--- src/rtl/alert_pkg.sv ---
package alert_pkg;
  localparam int REG_W  = 8;
  localparam int ADDR_W = 3;

  localparam logic [ADDR_W-1:0] A_STAT1 = 3'd0;
  localparam logic [ADDR_W-1:0] A_STAT2 = 3'd1;
  localparam logic [ADDR_W-1:0] A_MASK1 = 3'd2;
  localparam logic [ADDR_W-1:0] A_MASK2 = 3'd3;
  localparam logic [ADDR_W-1:0] A_CFG   = 3'd4;

  // Sticky update: an event sets, a read clears only bits whose event is gone.
  function automatic logic sticky_next(input logic q, input logic ev, input logic clr);
    return ev | (q & ~clr);
  endfunction

  // Any recorded, unmasked, implemented bit pending.
  function automatic logic any_pending(input logic [REG_W-1:0] st,
                                       input logic [REG_W-1:0] msk,
                                       input logic [REG_W-1:0] impl);
    return |(st & ~msk & impl);
  endfunction
endpackage

--- src/rtl/ast_sticky_bank.sv ---
module ast_sticky_bank #(
  parameter int W = 8,
  parameter logic [W-1:0] VALID = '1
) (
  input  logic         clk,
  input  logic         rst_n,
  input  logic [W-1:0] ev,
  input  logic         clr,
  output logic [W-1:0] q
);
  import alert_pkg::*;

  logic [W-1:0] ev_v;
  assign ev_v = ev & VALID;

  for (genvar i = 0; i < W; i++) begin : g_bit
    if (VALID[i]) begin : g_impl
      logic bit_q;
      always_ff @(posedge clk or negedge rst_n) begin
        if (!rst_n) bit_q <= 1'b0;
        else        bit_q <= sticky_next(bit_q, ev_v[i], clr);
      end
      assign q[i] = bit_q;
    end else begin : g_none
      assign q[i] = ev_v[i];
    end
  end
endmodule

--- src/rtl/ast_regfile.sv ---
module ast_regfile #(
  parameter int W = 8,
  parameter int AW = 3,
  parameter logic [W-1:0] M1_IMPL  = 8'hF6,
  parameter logic [W-1:0] M2_IMPL  = 8'hFE,
  parameter logic [W-1:0] CFG_IMPL = 8'h01
) (
  input  logic          clk,
  input  logic          rst_n,
  input  logic [AW-1:0] addr,
  input  logic          wr,
  input  logic          rd,
  input  logic [W-1:0]  wdata,
  input  logic [W-1:0]  st1_view,
  input  logic [W-1:0]  st2_view,
  output logic [W-1:0]  mask1,
  output logic [W-1:0]  mask2,
  output logic [W-1:0]  cfg,
  output logic [W-1:0]  rdata,
  output logic          clr1,
  output logic          clr2
);
  import alert_pkg::*;

  logic wr_m1, wr_m2, wr_cfg;
  assign wr_m1  = wr && (addr == A_MASK1);
  assign wr_m2  = wr && (addr == A_MASK2);
  assign wr_cfg = wr && (addr == A_CFG);
  assign clr1   = rd && (addr == A_STAT1);
  assign clr2   = rd && (addr == A_STAT2);

  always_ff @(posedge clk or negedge rst_n) begin
    if (!rst_n) begin
      mask1 <= '0;
      mask2 <= '0;
      cfg   <= '0;
    end else begin
      if (wr_m1)  mask1 <= wdata & M1_IMPL;
      if (wr_m2)  mask2 <= wdata & M2_IMPL;
      if (wr_cfg) cfg   <= wdata & CFG_IMPL;
    end
  end

  always_comb begin
    case (addr)
      A_STAT1: rdata = st1_view;
      A_STAT2: rdata = st2_view;
      A_MASK1: rdata = mask1;
      A_MASK2: rdata = mask2;
      A_CFG:   rdata = cfg;
      default: rdata = '0;
    endcase
  end
endmodule

--- src/rtl/ast_alert_merge.sv ---
module ast_alert_merge #(
  parameter int W = 8,
  parameter logic [W-1:0] S1_IMPL = 8'hF6,
  parameter logic [W-1:0] S2_IMPL = 8'hFE
) (
  input  logic         clk,
  input  logic         rst_n,
  input  logic [W-1:0] st1_view,
  input  logic [W-1:0] st2_view,
  input  logic [W-1:0] mask1,
  input  logic [W-1:0] mask2,
  input  logic         en,
  output logic         pend1,
  output logic         pend2,
  output logic         alert_n
);
  import alert_pkg::*;

  assign pend1 = any_pending(st1_view, mask1, S1_IMPL);
  assign pend2 = any_pending(st2_view, mask2, S2_IMPL);

  always_ff @(posedge clk or negedge rst_n) begin
    if (!rst_n) alert_n <= 1'b1;
    else        alert_n <= ~(en & (pend1 | pend2));
  end
endmodule

--- src/rtl/alert_status_ctrl.sv ---
module alert_status_ctrl #(
  parameter int REG_W  = 8,
  parameter int ADDR_W = 3,
  parameter int SUM_BIT = 7,
  parameter logic [REG_W-1:0] EV1_IMPL = 8'h76,
  parameter logic [REG_W-1:0] EV2_IMPL = 8'hFE
) (
  input  logic              clk,
  input  logic              rst_n,
  input  logic [REG_W-1:0]  ev_grp1,
  input  logic [REG_W-1:0]  ev_grp2,
  input  logic [ADDR_W-1:0] reg_addr,
  input  logic              reg_wr,
  input  logic              reg_rd,
  input  logic [REG_W-1:0]  reg_wdata,
  output logic [REG_W-1:0]  reg_rdata,
  output logic              alert_n
);
  localparam logic [REG_W-1:0] SUM_MSK = REG_W'(1) << SUM_BIT;
  localparam logic [REG_W-1:0] S1_IMPL = EV1_IMPL | SUM_MSK;

  logic [REG_W-1:0] st1_q, st2_q, st1_view;
  logic [REG_W-1:0] mask1, mask2, cfg;
  logic             clr1, clr2, cfg_en, pend1, pend2, sum_any;

  ast_sticky_bank #(.W(REG_W), .VALID(EV1_IMPL)) u_st1 (
    .clk(clk), .rst_n(rst_n), .ev(ev_grp1), .clr(clr1), .q(st1_q));
  ast_sticky_bank #(.W(REG_W), .VALID(EV2_IMPL)) u_st2 (
    .clk(clk), .rst_n(rst_n), .ev(ev_grp2), .clr(clr2), .q(st2_q));

  assign sum_any  = |st2_q;
  assign st1_view = (st1_q & ~SUM_MSK) | (sum_any ? SUM_MSK : '0);

  ast_regfile #(.W(REG_W), .AW(ADDR_W), .M1_IMPL(S1_IMPL), .M2_IMPL(EV2_IMPL)) u_regs (
    .clk(clk), .rst_n(rst_n), .addr(reg_addr), .wr(reg_wr), .rd(reg_rd),
    .wdata(reg_wdata), .st1_view(st1_view), .st2_view(st2_q),
    .mask1(mask1), .mask2(mask2), .cfg(cfg), .rdata(reg_rdata),
    .clr1(clr1), .clr2(clr2));

  assign cfg_en = cfg[0];

  ast_alert_merge #(.W(REG_W), .S1_IMPL(S1_IMPL), .S2_IMPL(EV2_IMPL)) u_merge (
    .clk(clk), .rst_n(rst_n), .st1_view(st1_view), .st2_view(st2_q),
    .mask1(mask1), .mask2(mask2), .en(cfg_en),
    .pend1(pend1), .pend2(pend2), .alert_n(alert_n));
endmodule

--- config.mk ---
export PLATFORM = sky130hd
export DESIGN_NAME = alert_status_ctrl
export DESIGN_NICKNAME = d
export VERILOG_FILES = /design/src/rtl/alert_pkg.sv /design/src/rtl/ast_sticky_bank.sv /design/src/rtl/ast_regfile.sv /design/src/rtl/ast_alert_merge.sv /design/src/rtl/alert_status_ctrl.sv
export SDC_FILE = /design/constraint.sdc
export NUM_CORES = 1
export LEC_CHECK = 0
export BUFFER_PORTS_ARGS = -buffer_cell sky130_fd_sc_hd__buf_4
export CELL_PAD_IN_SITES_DETAIL_PLACEMENT = 0
export CELL_PAD_IN_SITES_GLOBAL_PLACEMENT = 1
export CORE_MARGIN = 3
export CORE_UTILIZATION = 40
export CTS_BUF_LIST = sky130_fd_sc_hd__clkbuf_4 sky130_fd_sc_hd__clkbuf_8 sky130_fd_sc_hd__clkbuf_16
export DETAILED_ROUTE_END_ITERATION = 16
export PLACE_DENSITY = 0.85
export SLEW_MARGIN = 25
export SYNTH_ARGS = -nofsm -noshare
export SYNTH_HDL_FRONTEND = slang
export SYNTH_SLANG_ARGS = --single-unit
--- constraint.sdc ---
create_clock -name clk -period 2.3 [get_ports clk]
set_input_delay 0.575 -clock clk [delete_from_list [all_inputs] [get_ports clk]]
set_output_delay 0.575 -clock clk [all_outputs]
set_load 0.05 [all_outputs]
======== After elaboration in Yosys (flattened, before gate mapping) ========
Index checks and enable logic that the tools add are counted.
storage, ports and cells
  flip-flop bits (word level) ............. 27
  input port bits ......................... 31
  output and inout port bits .............. 9
  word-level logic and storage cells ...... 65
cells by class
  eq/ne operators ......................... 4
  multiplexer cells ....................... 2
  bitwise operators ....................... 34
  reductions and logical operators ........ 9
operators with widths
  cell                                           count
  case mux 8 bit (5 select lines)                1
  AND 8 bit                                      2
  inverter 8 bit                                 2
  OR reduction 7 bit                             2
  AND 1 bit                                      13
  OR 1 bit                                       13
  2-to-1 mux 8 bit                               1
  OR 7 x 8 -> 8 bit                              1
  == test 3 x 2 -> 1 bit, second input constant  2
  OR reduction 6 bit                             1
  logical AND 1 bit                              5
  == test 3 x 1 -> 1 bit, second input constant  1
  == test 3 bit, second input constant           1
  logical NOT 3 bit                              1
  inverter 1 bit                                 3

======== Longest topological paths before layout ========
  depth after elaboration ................. 8
  gate-level depth with buffers ........... 5
  gate-level depth less buffers ........... 3

======== Cells and area by module ========
A second synthesis with hierarchy kept.
unflattened totals
  cells, all modules ...................... 145
  area total of the unflattened synthesis .. 1579.0 sq um
modules (own cells, without submodules)
  module                    instances  cells each  area an instance (sq um)  seq. area each (sq um)
  ast_regfile               1          76          903.4                     350.3
  ast_sticky_bank at u_st2  1          24          295.3                     175.2
  ast_sticky_bank at u_st1  1          20          230.2                     125.1
  ast_alert_merge           1          22          133.9                     26.3
  alert_status_ctrl         1          3           16.3                      0.0

======== Worst setup path before layout ========
OpenSTA, ideal clock, no wires.
  path type ............................... input port to output port
  start point ............................. in reg_addr[1]
  end point ............................... out reg_rdata[2]
  arrival ................................. 1.786 ns
  required time ........................... 1.725 ns
  path slack .............................. -0.061 ns
  stages .................................. 3
  buffers on the path ..................... 1
  path through ............................ buf_2 > mux4_2 > nor2b_1
on the way
  cells in the longest elaborated chain, start to end .. 2
  elaborated cells between the ends (all ways) .. 6
  those cells by class .................... eq/ne (4); mux (1); reduce/logical (1)
RTL lines
  item                                         RTL line                 RTL
  start: declaration                           alert_status_ctrl.sv:12  input logic [ADDR_W-1:0] reg_addr,
  == test 3 bit, or another cell as far along  ast_regfile.sv:45        case (addr)
  case mux 8 bit (5 select lines) *            ast_regfile.sv:45
  end: declaration                             alert_status_ctrl.sv:16  output logic [REG_W-1:0] reg_rdata,
Mark *: on every way between the ends. The rest lies on a longest branch, timed or not.

======== Worst setup path after layout ========
  start point ............................. reg u_st2.g_bit[3].g_impl.bit_q
  end point ............................... out reg_rdata[7]
on the way
  cells in the longest elaborated chain, start to end .. 4
RTL lines
  item                             RTL line                 RTL
  start: declaration               ast_sticky_bank.sv:18    logic bit_q;
  start signal: assignment         ast_sticky_bank.sv:21    else bit_q <= sticky_next(bit_q, ev_v[i], clr);
  OR reduction 7 bit               alert_status_ctrl.sv:31  assign sum_any = |st2_q;
  2-to-1 mux 8 bit                 alert_status_ctrl.sv:32  assign st1_view = (st1_q & ~SUM_MSK) | (sum_any ? SUM_MSK : '0);
  OR 7 x 8 -> 8 bit                alert_status_ctrl.sv:32
  case mux 8 bit (5 select lines)  ast_regfile.sv:45
Every way passes these cells.

==> metrics.cfg <==
[layout]
drive_above_1_share_pct=47.2
fin_nets=176
fillers=291
regArea_sq_um=677
final_common_cell=buf_4
final_cell_mix=buf_4 (39), dfrtp_1 (26), a21o_1 (12)
multiInputGateArea_sq_um=687
synthToLayoutAreaGrowth_pct=27.4
antenna_cells=0
final_util_pct=55.6

[routing]
first_pass_iters=4
wirelength_mm=3.08
via_per_inst=5.23
drcViolationCount=0
wire_per_inst_microns=16.4
vias=984
antenna_left=0
drtIter0Drc=31

[critical_path]
critical_path_class=reg2out
startpoint_type=flip-flop
r2r-end=u_merge.alert_n$_DFF_PN1_
critical_path_arrival_ns=1.79
cp-end-kind=primary output
critPathSlowestCell=or4_4
path_cells=or4_4, o311ai_4, o21ai_2, buf_6
crit_path_max_incr_delay_ns=0.56
required_ns=1.73
reg2reg_depth=4
rrSetupSlack_ns=0.86
r2r_start=u_st2.g_bit[6].g_impl.bit_q$_DFF_PN0_
crit_fanout=2

[timing]
worstMarginPinSlew_ns=0.511
drv_slew=0
finalHoldViolCount=0
min_period_over_period_pct=103
fin_skew_ns=0.00651
period_minus_slack_ns=2.37
setup_ws_ns=-0.0677
rsz0062_at_grt=yes
fmax_mhz=422
max_slew_margin_pct=66.0
setup_viol=1

[power]
p_seq_share_pct=51.5
comb_power_share_pct=28.8
swShare_pct=30.7
p_int_uw=795
switchingPower_uw=352
cellLeakagePower_nw=0.779
ir_drop_mv=0.343
clock_power_share_pct=19.7
p_per_area_mw_per_mm2=649

[cts]
cts_tree=built
cts_root_buf=clkbuf_4
cts_buffers=3
cts_buffer_depth=2
clk_pin_slew_worst_paths_ns=0.15
htreeDepth=1
clkSinkCount=27
insertion_delay_ns=0.33

[floorplan]
std_cell_rows=20
chipWidth_microns=64.9
core_sq_mm=0.00318
die_h_microns=64.9
io_pins=40
start_util_pct=43.7
die_area_sq_mm=0.00421

[global_routing]
grt_use_met1_pct=19.3
top_usage_layer=met2
antenna_found_initial=0
grt_max_degree=28
grt_use_met2_pct=28.4
grt_pass1_wl_mm=5.06
grt_pass1_vias=1072
grtUsageMet3_pct=2.60
grt_use_total_pct=15.8
grt_overflow=0

[yosys]
syn_avg_cell_area_sq_um=13.3
yosys_warnings=0
ys_types=28
ys_seq_area_share_pct=48.8
netlist_area_sq_mm=0.00139
synth_fp_nets=135
netlist_instances=104
synth_seq_cells=27

[status]
status=finished with violations
violations=setup timing

[job]
drv_cap=0

[placement]
place_congestion=0.793
dp.final_hpwl_mm=2.30
place_worst_setup_slack_ns=0.122
io_buffers=35

[hold_path]
hold_class=in2async

worst max-delay path by stage:
stage | endpoint | start | cells past startpoint
after floorplan | reg_rdata[6] | reg_addr[0] | 3
after global placement | reg_rdata[2] | reg_addr[1] | 4
after detailed placement | reg_rdata[2] | reg_addr[1] | 4
after CTS | reg_rdata[7] | u_st2.g_bit[3].g_impl.bit_q$_DFF_PN0_ | 4
after global routing | reg_rdata[7] | u_st2.g_bit[3].g_impl.bit_q$_DFF_PN0_ | 4
final | reg_rdata[7] | u_st2.g_bit[3].g_impl.bit_q$_DFF_PN0_ | 4
cell families after synthesis:
family                 count (synthesis)  synth area share, %
flip-flops                            27                 48.8
AO/OA/AOI/OAI                         21                 12.4
buffers and inverters                  8                 3.43
multiplexers                          20                 22.0
AND/OR/NAND/NOR                       28                 13.4
synthesized netlist by cell type:
| cell type | number | share of area, % |
|---|---|---|
| a2111oi_0 | 3 | 1.9 |
| a21o_1 | 12 | 6.5 |
| a31oi_1 | 1 | 0.45 |
| a41o_1 | 2 | 1.4 |
| and3_1 | 1 | 0.45 |
| buf_2 | 2 | 0.72 |
| buf_6 | 2 | 1.6 |
| dfrtp_1 | 26 | 47 |
| dfstp_2 | 1 | 1.9 |
| inv_1 | 4 | 1.1 |
| mux2_1 | 4 | 3.2 |
| mux2_2 | 2 | 1.6 |
| mux2_4 | 7 | 7.6 |
| mux2i_1 | 2 | 1.4 |
| mux4_2 | 5 | 8.1 |
| nand2_1 | 2 | 0.54 |
| nand2b_1 | 1 | 0.45 |
| nand2b_4 | 1 | 0.99 |
| nand3b_1 | 1 | 0.54 |
| nor2_1 | 3 | 0.81 |
| nor2b_1 | 15 | 6.8 |
| nor3_4 | 1 | 1.2 |
| o21ai_1 | 1 | 0.36 |
| o21bai_1 | 1 | 0.54 |
| o311ai_2 | 1 | 1.2 |
| or2_1 | 1 | 0.45 |
| or3_1 | 1 | 0.45 |
| or4_4 | 1 | 0.81 |
metrics by stage:
step	area (sq um)	hold WS [ns]	setup TNS (ns)	cells	power (mW)
4_1_cts	1750	0.135	-0.0722	188	1.15
3_5_place_dp	1700	0.488	0	181	0.924
3_3_place_gp	1700	0.482	0	181	0.913
5_1_grt	1770	0.139	-0.113	188	1.20
2_1_floorplan	1400	0.279	0	104	0.812
6_report	1770	0.125	-0.0677	188	1.15
flip-flops by register name, indices dropped and copies added (netlist names):
name and count:
u_regs.mask2 7, u_regs.cfg 1, u_st1.g_bit.g_impl.bit_q 5, u_regs.mask1 6
u_st2.g_bit.g_impl.bit_q 7, u_merge.alert_n 1
metal layers:
layer  wire length (microns)  vias up
li1                        -      460
met1                    1350      497
met2                    1590       22
met3                      94        5
met4                      38        0
met5                       0        -
power groups by stage:
stage / clock network [mW] / registers, mW / logic [mW]
after floorplan: 0 / 0.597 / 0.215
after global placement: 0 / 0.596 / 0.317
after detailed placement: 0 / 0.601 / 0.323
after CTS: 0.228 / 0.590 / 0.331
after global routing: 0.245 / 0.600 / 0.357
final: 0.226 / 0.590 / 0.331
area by class of cell:
class                   count  area share (%)
inverters                   4           0.849
clock buffers               4            1.70
repair buffers             40            17.2
multi-input cells          69            38.9
well taps                  44            3.11
flip-flops and latches     27            38.3
timing repair:
action,4_1_cts,5_1_grt
resized for setup,1,2
pin swaps,1,0
setup buffers,3,0
hold buffers,0,0
cloned,0,0
setup endpoints to repair,1,1
critical path: cells and delay by family (launching register included):
| family | cells | cell delay, ns |
|---|---|---|
| AOI/OAI and AO/OA | 2 | 0.33 |
| buffers and inverters | 1 | 0.16 |
| DFF | 1 | 0.41 |
| and+or+nand+nor | 1 | 0.56 |
Note: power is estimated with default switching activity, not from simulation.
